[src/rtl/ds_adc_pkg.sv]
package ds_adc_pkg;
   typedef enum logic [1:0] {
      PH_IDLE  = 2'd0,
      PH_RUNUP = 2'd1,
      PH_RUNDN = 2'd2,
      PH_AZERO = 2'd3
   } ds_phase_e;
endpackage

[src/rtl/ds_sync_chain.sv]
module ds_sync_chain #(
   parameter int STAGES = 2
) (
   input  logic clk,
   input  logic rst_n,
   input  logic d_i,
   output logic q_o
);
   if (STAGES < 2) begin : g_bad_stages
      $error("ds_sync_chain needs at least two stages");
   end

   logic [STAGES-1:0] pipe_q;

   always_ff @(posedge clk) begin
      if (!rst_n) pipe_q <= '0;
      else        pipe_q <= {pipe_q[STAGES-2:0], d_i};
   end

   assign q_o = pipe_q[STAGES-1];
endmodule

[src/rtl/ds_gated_counter.sv]
module ds_gated_counter #(
   parameter int W = 8
) (
   input  logic         clk,
   input  logic         rst_n,
   input  logic         clr_i,
   input  logic         en_i,
   output logic [W-1:0] cnt_o,
   output logic         last_o
);
   logic [W-1:0] cnt_q;

   always_ff @(posedge clk) begin
      if (!rst_n)     cnt_q <= '0;
      else if (clr_i) cnt_q <= '0;
      else if (en_i)  cnt_q <= cnt_q + 1'b1;
   end

   assign cnt_o  = cnt_q;
   assign last_o = en_i & (&cnt_q);
endmodule

[src/rtl/ds_phase_ctrl.sv]
module ds_phase_ctrl
   import ds_adc_pkg::*;
#(
   parameter int W      = 8,
   parameter int AZ_CYC = 16
) (
   input  logic         clk,
   input  logic         rst_n,
   input  logic         start_i,
   input  logic         cmp_s_i,
   input  logic [W-1:0] cnt_i,
   input  logic         last_i,
   output logic         cnt_clr_o,
   output logic         cnt_en_o,
   output logic         sw_in_o,
   output logic         sw_ref_o,
   output logic         busy_o,
   output logic         done_o,
   output logic         ovf_o,
   output logic [W-1:0] result_o
);
   localparam int AZ_W = (AZ_CYC > 1) ? $clog2(AZ_CYC) : 1;
   localparam logic [AZ_W-1:0] AZ_LAST = AZ_W'(AZ_CYC - 1);

   ds_phase_e     phase_q;
   logic [AZ_W-1:0] az_q;
   logic          done_q, ovf_q;
   logic [W-1:0]  res_q;

   assign cnt_en_o  = ((phase_q == PH_RUNUP) || (phase_q == PH_RUNDN)) && cmp_s_i;
   assign cnt_clr_o = (phase_q == PH_IDLE) && start_i;
   assign sw_in_o   = (phase_q == PH_RUNUP);
   assign sw_ref_o  = (phase_q == PH_RUNDN);
   assign busy_o    = (phase_q != PH_IDLE);

   always_ff @(posedge clk) begin
      if (!rst_n) begin
         phase_q <= PH_IDLE;
         az_q    <= '0;
         done_q  <= 1'b0;
         ovf_q   <= 1'b0;
         res_q   <= '0;
      end else begin
         done_q <= 1'b0;
         case (phase_q)
            PH_IDLE:  if (start_i) phase_q <= PH_RUNUP;
            PH_RUNUP: if (last_i)  phase_q <= PH_RUNDN;
            PH_RUNDN: begin
               if (!cmp_s_i) begin
                  res_q   <= cnt_i;
                  ovf_q   <= 1'b0;
                  done_q  <= 1'b1;
                  az_q    <= '0;
                  phase_q <= PH_AZERO;
               end else if (last_i) begin
                  res_q   <= '1;
                  ovf_q   <= 1'b1;
                  done_q  <= 1'b1;
                  az_q    <= '0;
                  phase_q <= PH_AZERO;
               end
            end
            default: begin
               if (az_q == AZ_LAST) phase_q <= PH_IDLE;
               else                 az_q    <= az_q + 1'b1;
            end
         endcase
      end
   end

   assign done_o   = done_q;
   assign ovf_o    = ovf_q;
   assign result_o = res_q;


   start_ack_chk: assert property (@(posedge clk) disable iff (!rst_n)
      (phase_q == PH_IDLE && start_i) |=> (sw_in_o && busy_o));


   done_pulse_chk: assert property (@(posedge clk) disable iff (!rst_n)
      done_o |=> !done_o);
endmodule

[src/rtl/ds_adc_seq.sv]
module ds_adc_seq #(
   parameter int W      = 8,
   parameter int AZ_CYC = 16
) (
   input  logic         clk,
   input  logic         rst_n,
   input  logic         start_i,
   input  logic         cmp_i,
   output logic         sw_in_o,
   output logic         sw_ref_o,
   output logic         busy_o,
   output logic         done_o,
   output logic         ovf_o,
   output logic [W-1:0] result_o
);
   localparam int SYNC_STAGES = 2;

   if (W < 2 || W > 24) begin : g_bad_w
      $error("ds_adc_seq: W must lie in 2..24");
   end
   if (AZ_CYC < 4) begin : g_bad_az
      $error("ds_adc_seq: AZ_CYC must be at least 4");
   end

   logic         cmp_s;
   logic         cnt_clr, cnt_en, cnt_last;
   logic [W-1:0] cnt;

   ds_sync_chain #(.STAGES(SYNC_STAGES)) u_sync (
      .clk(clk), .rst_n(rst_n), .d_i(cmp_i), .q_o(cmp_s));

   ds_gated_counter #(.W(W)) u_cnt (
      .clk(clk), .rst_n(rst_n), .clr_i(cnt_clr), .en_i(cnt_en),
      .cnt_o(cnt), .last_o(cnt_last));

   ds_phase_ctrl #(.W(W), .AZ_CYC(AZ_CYC)) u_ctrl (
      .clk(clk), .rst_n(rst_n), .start_i(start_i), .cmp_s_i(cmp_s),
      .cnt_i(cnt), .last_i(cnt_last), .cnt_clr_o(cnt_clr), .cnt_en_o(cnt_en),
      .sw_in_o(sw_in_o), .sw_ref_o(sw_ref_o), .busy_o(busy_o),
      .done_o(done_o), .ovf_o(ovf_o), .result_o(result_o));


   runup_wrap_chk: assert property (@(posedge clk) disable iff (!rst_n)
      $rose(sw_ref_o) |-> (cnt == '0));


   ovf_full_chk: assert property (@(posedge clk) disable iff (!rst_n)
      (done_o && ovf_o) |-> (&result_o));


   result_hold_chk: assert property (@(posedge clk) disable iff (!rst_n)
      !done_o |-> ($stable(result_o) && $stable(ovf_o)));
endmodule

[config.mk]
export PLATFORM = sky130hd
export DESIGN_NAME = ds_adc_seq
export DESIGN_NICKNAME = d
export VERILOG_FILES = /design/src/rtl/ds_adc_pkg.sv /design/src/rtl/ds_sync_chain.sv /design/src/rtl/ds_gated_counter.sv /design/src/rtl/ds_phase_ctrl.sv /design/src/rtl/ds_adc_seq.sv
export SDC_FILE = /design/constraint.sdc
export NUM_CORES = 1
export LEC_CHECK = 0
export ABC_CLOCK_PERIOD_IN_PS = 2100
export CORE_AREA = 2 2 58 60
export DETAILED_ROUTE_END_ITERATION = 8
export DIE_AREA = 0 0 60 62
export RECOVER_POWER = 25
export SYNTH_ARGS = -nofsm -noshare
export SYNTH_HDL_FRONTEND = slang
export SYNTH_SLANG_ARGS = --single-unit
export TNS_END_PERCENT = 100
[constraint.sdc]
create_clock -name clk -period 2.1 [get_ports clk]
set_clock_uncertainty 0.15 [all_clocks]
set_input_delay 0.525 -clock clk [delete_from_list [all_inputs] [get_ports clk]]
set_output_delay 0.525 -clock clk [all_outputs]
set_load 0.05 [all_outputs]
==> results list <==
- Outcome: finished, final reports clean
- Most common cell after layout, fill and taps aside: sky130_fd_sc_hd__dfxtp_1
* Final worst path period need: approximately 2.0 ns
- Die area: 3720 µm²
* Worst supply voltage drop on vdd: 0.580 mV
- Dominant cells by area after synthesis: sky130_fd_sc_hd__dfxtp_1 44%, sky130_fd_sc_hd__o221a_2 7.6%, sky130_fd_sc_hd__ha_1 6.3%
- Cell area power density: 1210 nW/µm²
* RSZ-0062 raised after global routing: false
* Signed area change from the synthesized netlist to the final layout: 18.6%
- The worst register-to-register path begins at u_ctrl.phase_q[1]$_SDFFE_PN0P_.
- Mapped Nets: 131
* Total wirelength of the detailed-routed design: around 2300 µm
- Global-route wire length before repair: ~3700 µm
* Fraction of power consumed by the clock network: 12.4%
- Filler cell count in the final layout: 321
* Sequential share of the synthesized area: 44.0%
- Capturing element type of the critical path: primary output
* Cells after synthesis: 121
* Final setup violation count: 0
- Achievable Freq: a little over 500 MHz
- After synthesis, the mean cell area works out to 9.78 µm².
- Dividing the detail-routed via count by the number of cells gives 5.01.
- Required time reported for the critical path endpoint: between 1 and 1.5 ns
* Final ANT Viol Nets: 0
- Clock tree from TritonCTS: done
- The number of antenna violations at the first check in global routing was 0.
* Commonest cells after routing, fill and taps aside: 25 x sky130_fd_sc_hd__dfxtp_1, 14 x sky130_fd_sc_hd__nand2_1, 9 x sky130_fd_sc_hd__nor2_1
- Number of global-route vias before repair: 807
- At the worst endpoint, the arrival time is 1.29 ns.
* Worst-path fanout max: 5
- In this run the worst setup path terminates at busy_o.
- Number of slew-limit violations in the final report: 0
- Setup total negative slack: 0 ns
- The analysis attributes to cell leakage a power of 0.541 nW.
* Distinct cell type count after synthesis: 36
- Overall track demand over capacity in global routing: 13.2%
* Internal portion of total power: 971 µW
- STA classifies the critical path startpoint as a register.
- Flop-to-flop setup slack: around 0.18 ns
- After detailed routing, the average wire length per cell comes to 12.3 µm.
- The worst register-to-register path ends at u_ctrl.phase_q[1]$_SDFFE_PN0P_.
- Fraction of layout instances using a drive strength above 1: 23.9%
* Vias post-DR: approximately 900
- Buffers inserted to repair hold after CTS numbered 0.
- Final weighted congestion in routability-driven placement: 0.787
* Pin count of the biggest net entering global routing: 23
- The first detailed-routing pass took 4 iterations.
- The die is ~60 µm wide.
* Type of the tightest min-delay check: register to register
- Combinational power share: 50.3%
* Cell taking the most area after synthesis: sky130_fd_sc_hd__dfxtp_1
* Psw: 725 µW
- Of the total power, the share spent switching nets is 42.7%.
- Hold violation total from the final report: 0
* FF+latch count, synth: 26
- The later pin in the worst-skew pair is clocked with a latency of 0.32 ns.
- Tracing the worst setup path back leads to its startpoint at u_ctrl.phase_q[1]$_SDFFE_PN0P_.
* Core Box Area: 3180 µm²
- In the routed design, unresolved DRC markers number 0.
- In this run the number of H-tree levels came out at 1.
- Effective utilization at floorplan: 37.2%
- Of the available clock period, the critical path in the final layout requires 93.6%.
- Number of port buffers: 16
- Clock input transition at the sequential cells of the worst setup and hold paths: 0.13 ns
* Total power draw: 1.70 mW
- Number of buffers inserted during clock tree synthesis: 3
* Post-CTS Setup Bufs: 0
- The worst pin sits at a relative slew slack of between 60% and 70%.
- The die is between 60 and 70 µm tall.
* Share of the synthesized area in the top cell type: 44.0%
- Final antenna diode count: 0
- For the worst flop-to-flop path, the logic depth is 6.
- Maximum buffer depth of the clock tree: 2
* Total number of nets in the final design: 150
* Overflow left after global routing: 0
- Number of I/O pins: 17
* Root buffer selected by CTS: sky130_fd_sc_hd__clkbuf_4
- Flop pwr share: 37.2%
- The synthesized netlist occupies a cell area of 1180 µm².
- Cell row count: 21
* Number of warnings reported in the yosys synthesis log: 0
- The critical path is of the register to primary output type.
- Counting every sink on the clock net gives 26.
- WHS Path Cells: 1
- Gates resized during post-CTS repair numbered 1.
- For the pin with the worst max-slew slack, the measured transition is 0.593 ns.
- 1st-iter DRT viols: 16
- Max Cap Viol: 0
- Detailed placement ended at an HPWL of roughly 1600 µm.
kinds of logic after synthesis:
logic type	synth area share [%]
buffers and inverters	4.12
DFF	44.0
AOI/OAI and AO/OA	18.0
xor gates and xnor gates	4.44
muxes	2.54
adders and majority gates	6.34
and+or+nand+nor	20.6
cell usage after synthesis:
cell	instances
sky130_fd_sc_hd__nor2_1	9
sky130_fd_sc_hd__buf_6	1
sky130_fd_sc_hd__inv_1	5
sky130_fd_sc_hd__a311o_1	1
sky130_fd_sc_hd__xor2_1	5
sky130_fd_sc_hd__o211ai_1	1
sky130_fd_sc_hd__or2_1	1
sky130_fd_sc_hd__o221a_2	8
sky130_fd_sc_hd__nor3_4	1
sky130_fd_sc_hd__nand3_2	1
sky130_fd_sc_hd__a21oi_1	4
sky130_fd_sc_hd__o21a_1	2
sky130_fd_sc_hd__xnor2_1	1
sky130_fd_sc_hd__nand2_1	14
sky130_fd_sc_hd__nand3b_1	1
sky130_fd_sc_hd__and4_2	1
sky130_fd_sc_hd__mux2i_1	3
sky130_fd_sc_hd__nor4_1	2
sky130_fd_sc_hd__ha_1	6
sky130_fd_sc_hd__or3_1	1
sky130_fd_sc_hd__nor3_1	2
sky130_fd_sc_hd__buf_4	1
sky130_fd_sc_hd__nand4_1	3
sky130_fd_sc_hd__o221ai_2	2
sky130_fd_sc_hd__a31oi_1	2
sky130_fd_sc_hd__dfxtp_1	26
sky130_fd_sc_hd__nand2_2	1
sky130_fd_sc_hd__nand3_1	3
sky130_fd_sc_hd__or3_2	1
sky130_fd_sc_hd__nand2b_1	1
sky130_fd_sc_hd__o21ai_0	2
sky130_fd_sc_hd__o31a_1	1
sky130_fd_sc_hd__a31o_2	1
sky130_fd_sc_hd__clkbuf_1	3
sky130_fd_sc_hd__and3_1	1
sky130_fd_sc_hd__and2_1	3
registers in the layout (all words and copies together) (netlist names):
register	cells
u_ctrl.result_o	8
u_sync.pipe_q	2
u_ctrl.ovf_o	1
u_ctrl.done_o	1
u_ctrl.az_q	4
u_cnt.cnt_o	8
u_ctrl.phase_q	2
power by group through the flow:
stage / clock, mW / sequential (mW) / combinational [mW]
after global routing: 0.231 / 0.645 / 0.922
after global placement: 0 / 0.640 / 0.868
after CTS: 0.214 / 0.631 / 0.880
final: 0.211 / 0.631 / 0.854
after floorplan: 0 / 0.791 / 0.446
after detailed placement: 0 / 0.643 / 0.873
worst min-delay path by stage:
stage                                startpoint                     endpoint  slack [ns]
floorplan           u_sync.pipe_q[0]$_SDFF_PN0_  u_sync.pipe_q[1]$_SDFF_PN0_        0.26
global placement    u_sync.pipe_q[0]$_SDFF_PN0_  u_sync.pipe_q[1]$_SDFF_PN0_        0.27
detailed placement  u_sync.pipe_q[0]$_SDFF_PN0_  u_sync.pipe_q[1]$_SDFF_PN0_        0.27
CTS                 u_sync.pipe_q[0]$_SDFF_PN0_  u_sync.pipe_q[1]$_SDFF_PN0_        0.30
global route        u_sync.pipe_q[0]$_SDFF_PN0_  u_sync.pipe_q[1]$_SDFF_PN0_        0.37
finish              u_sync.pipe_q[0]$_SDFF_PN0_  u_sync.pipe_q[1]$_SDFF_PN0_        0.30
cell type report:
class / instances / area (µm²) / share of cell area (%)
Timing Repair Buffer: 19 / 165 / 11.8
Tap cell: 46 / 57.6 / 4.10
Clock buffer: 3 / 22.5 / 1.60
Inverter: 5 / 18.8 / 1.34
Sequential cell: 26 / 522 / 37.2
Multi-Input combinational cell: 85 / 618 / 44.0
worst max-delay path, cell delays in order, from the launching register on:
cell,delay (ns)
sky130_fd_sc_hd__dfxtp_1,0.40
sky130_fd_sc_hd__inv_1,0.08
sky130_fd_sc_hd__ha_1,0.25
sky130_fd_sc_hd__inv_2,0.11
sky130_fd_sc_hd__buf_12,0.14
per-layer routing:
metal	wire [µm]	vias to the layer above	GRT usage (%)	part of all wire, %
met5	0	-	0	0
met4	39	0	8.25	1.7
met3	74	4	2.07	3.3
met2	1030	18	20.7	46
met1	1110	430	17.2	49
li1	-	470	-	-
metrics by stage:
step	hold WS (ns)	instance area [µm²]	util, %	setup slack, ns	instances
after floorplan	0.262	1180	-	0.150	121
after detailed placement	0.269	1400	44.0	0.133	181
after global placement	0.270	1400	44.0	0.165	181
after CTS	0.302	1420	44.8	0.0531	184
final	0.304	1400	44.2	0.135	184
after global routing	0.368	1400	44.2	0.0383	184
Note: power is estimated with default switching activity, not from simulation.
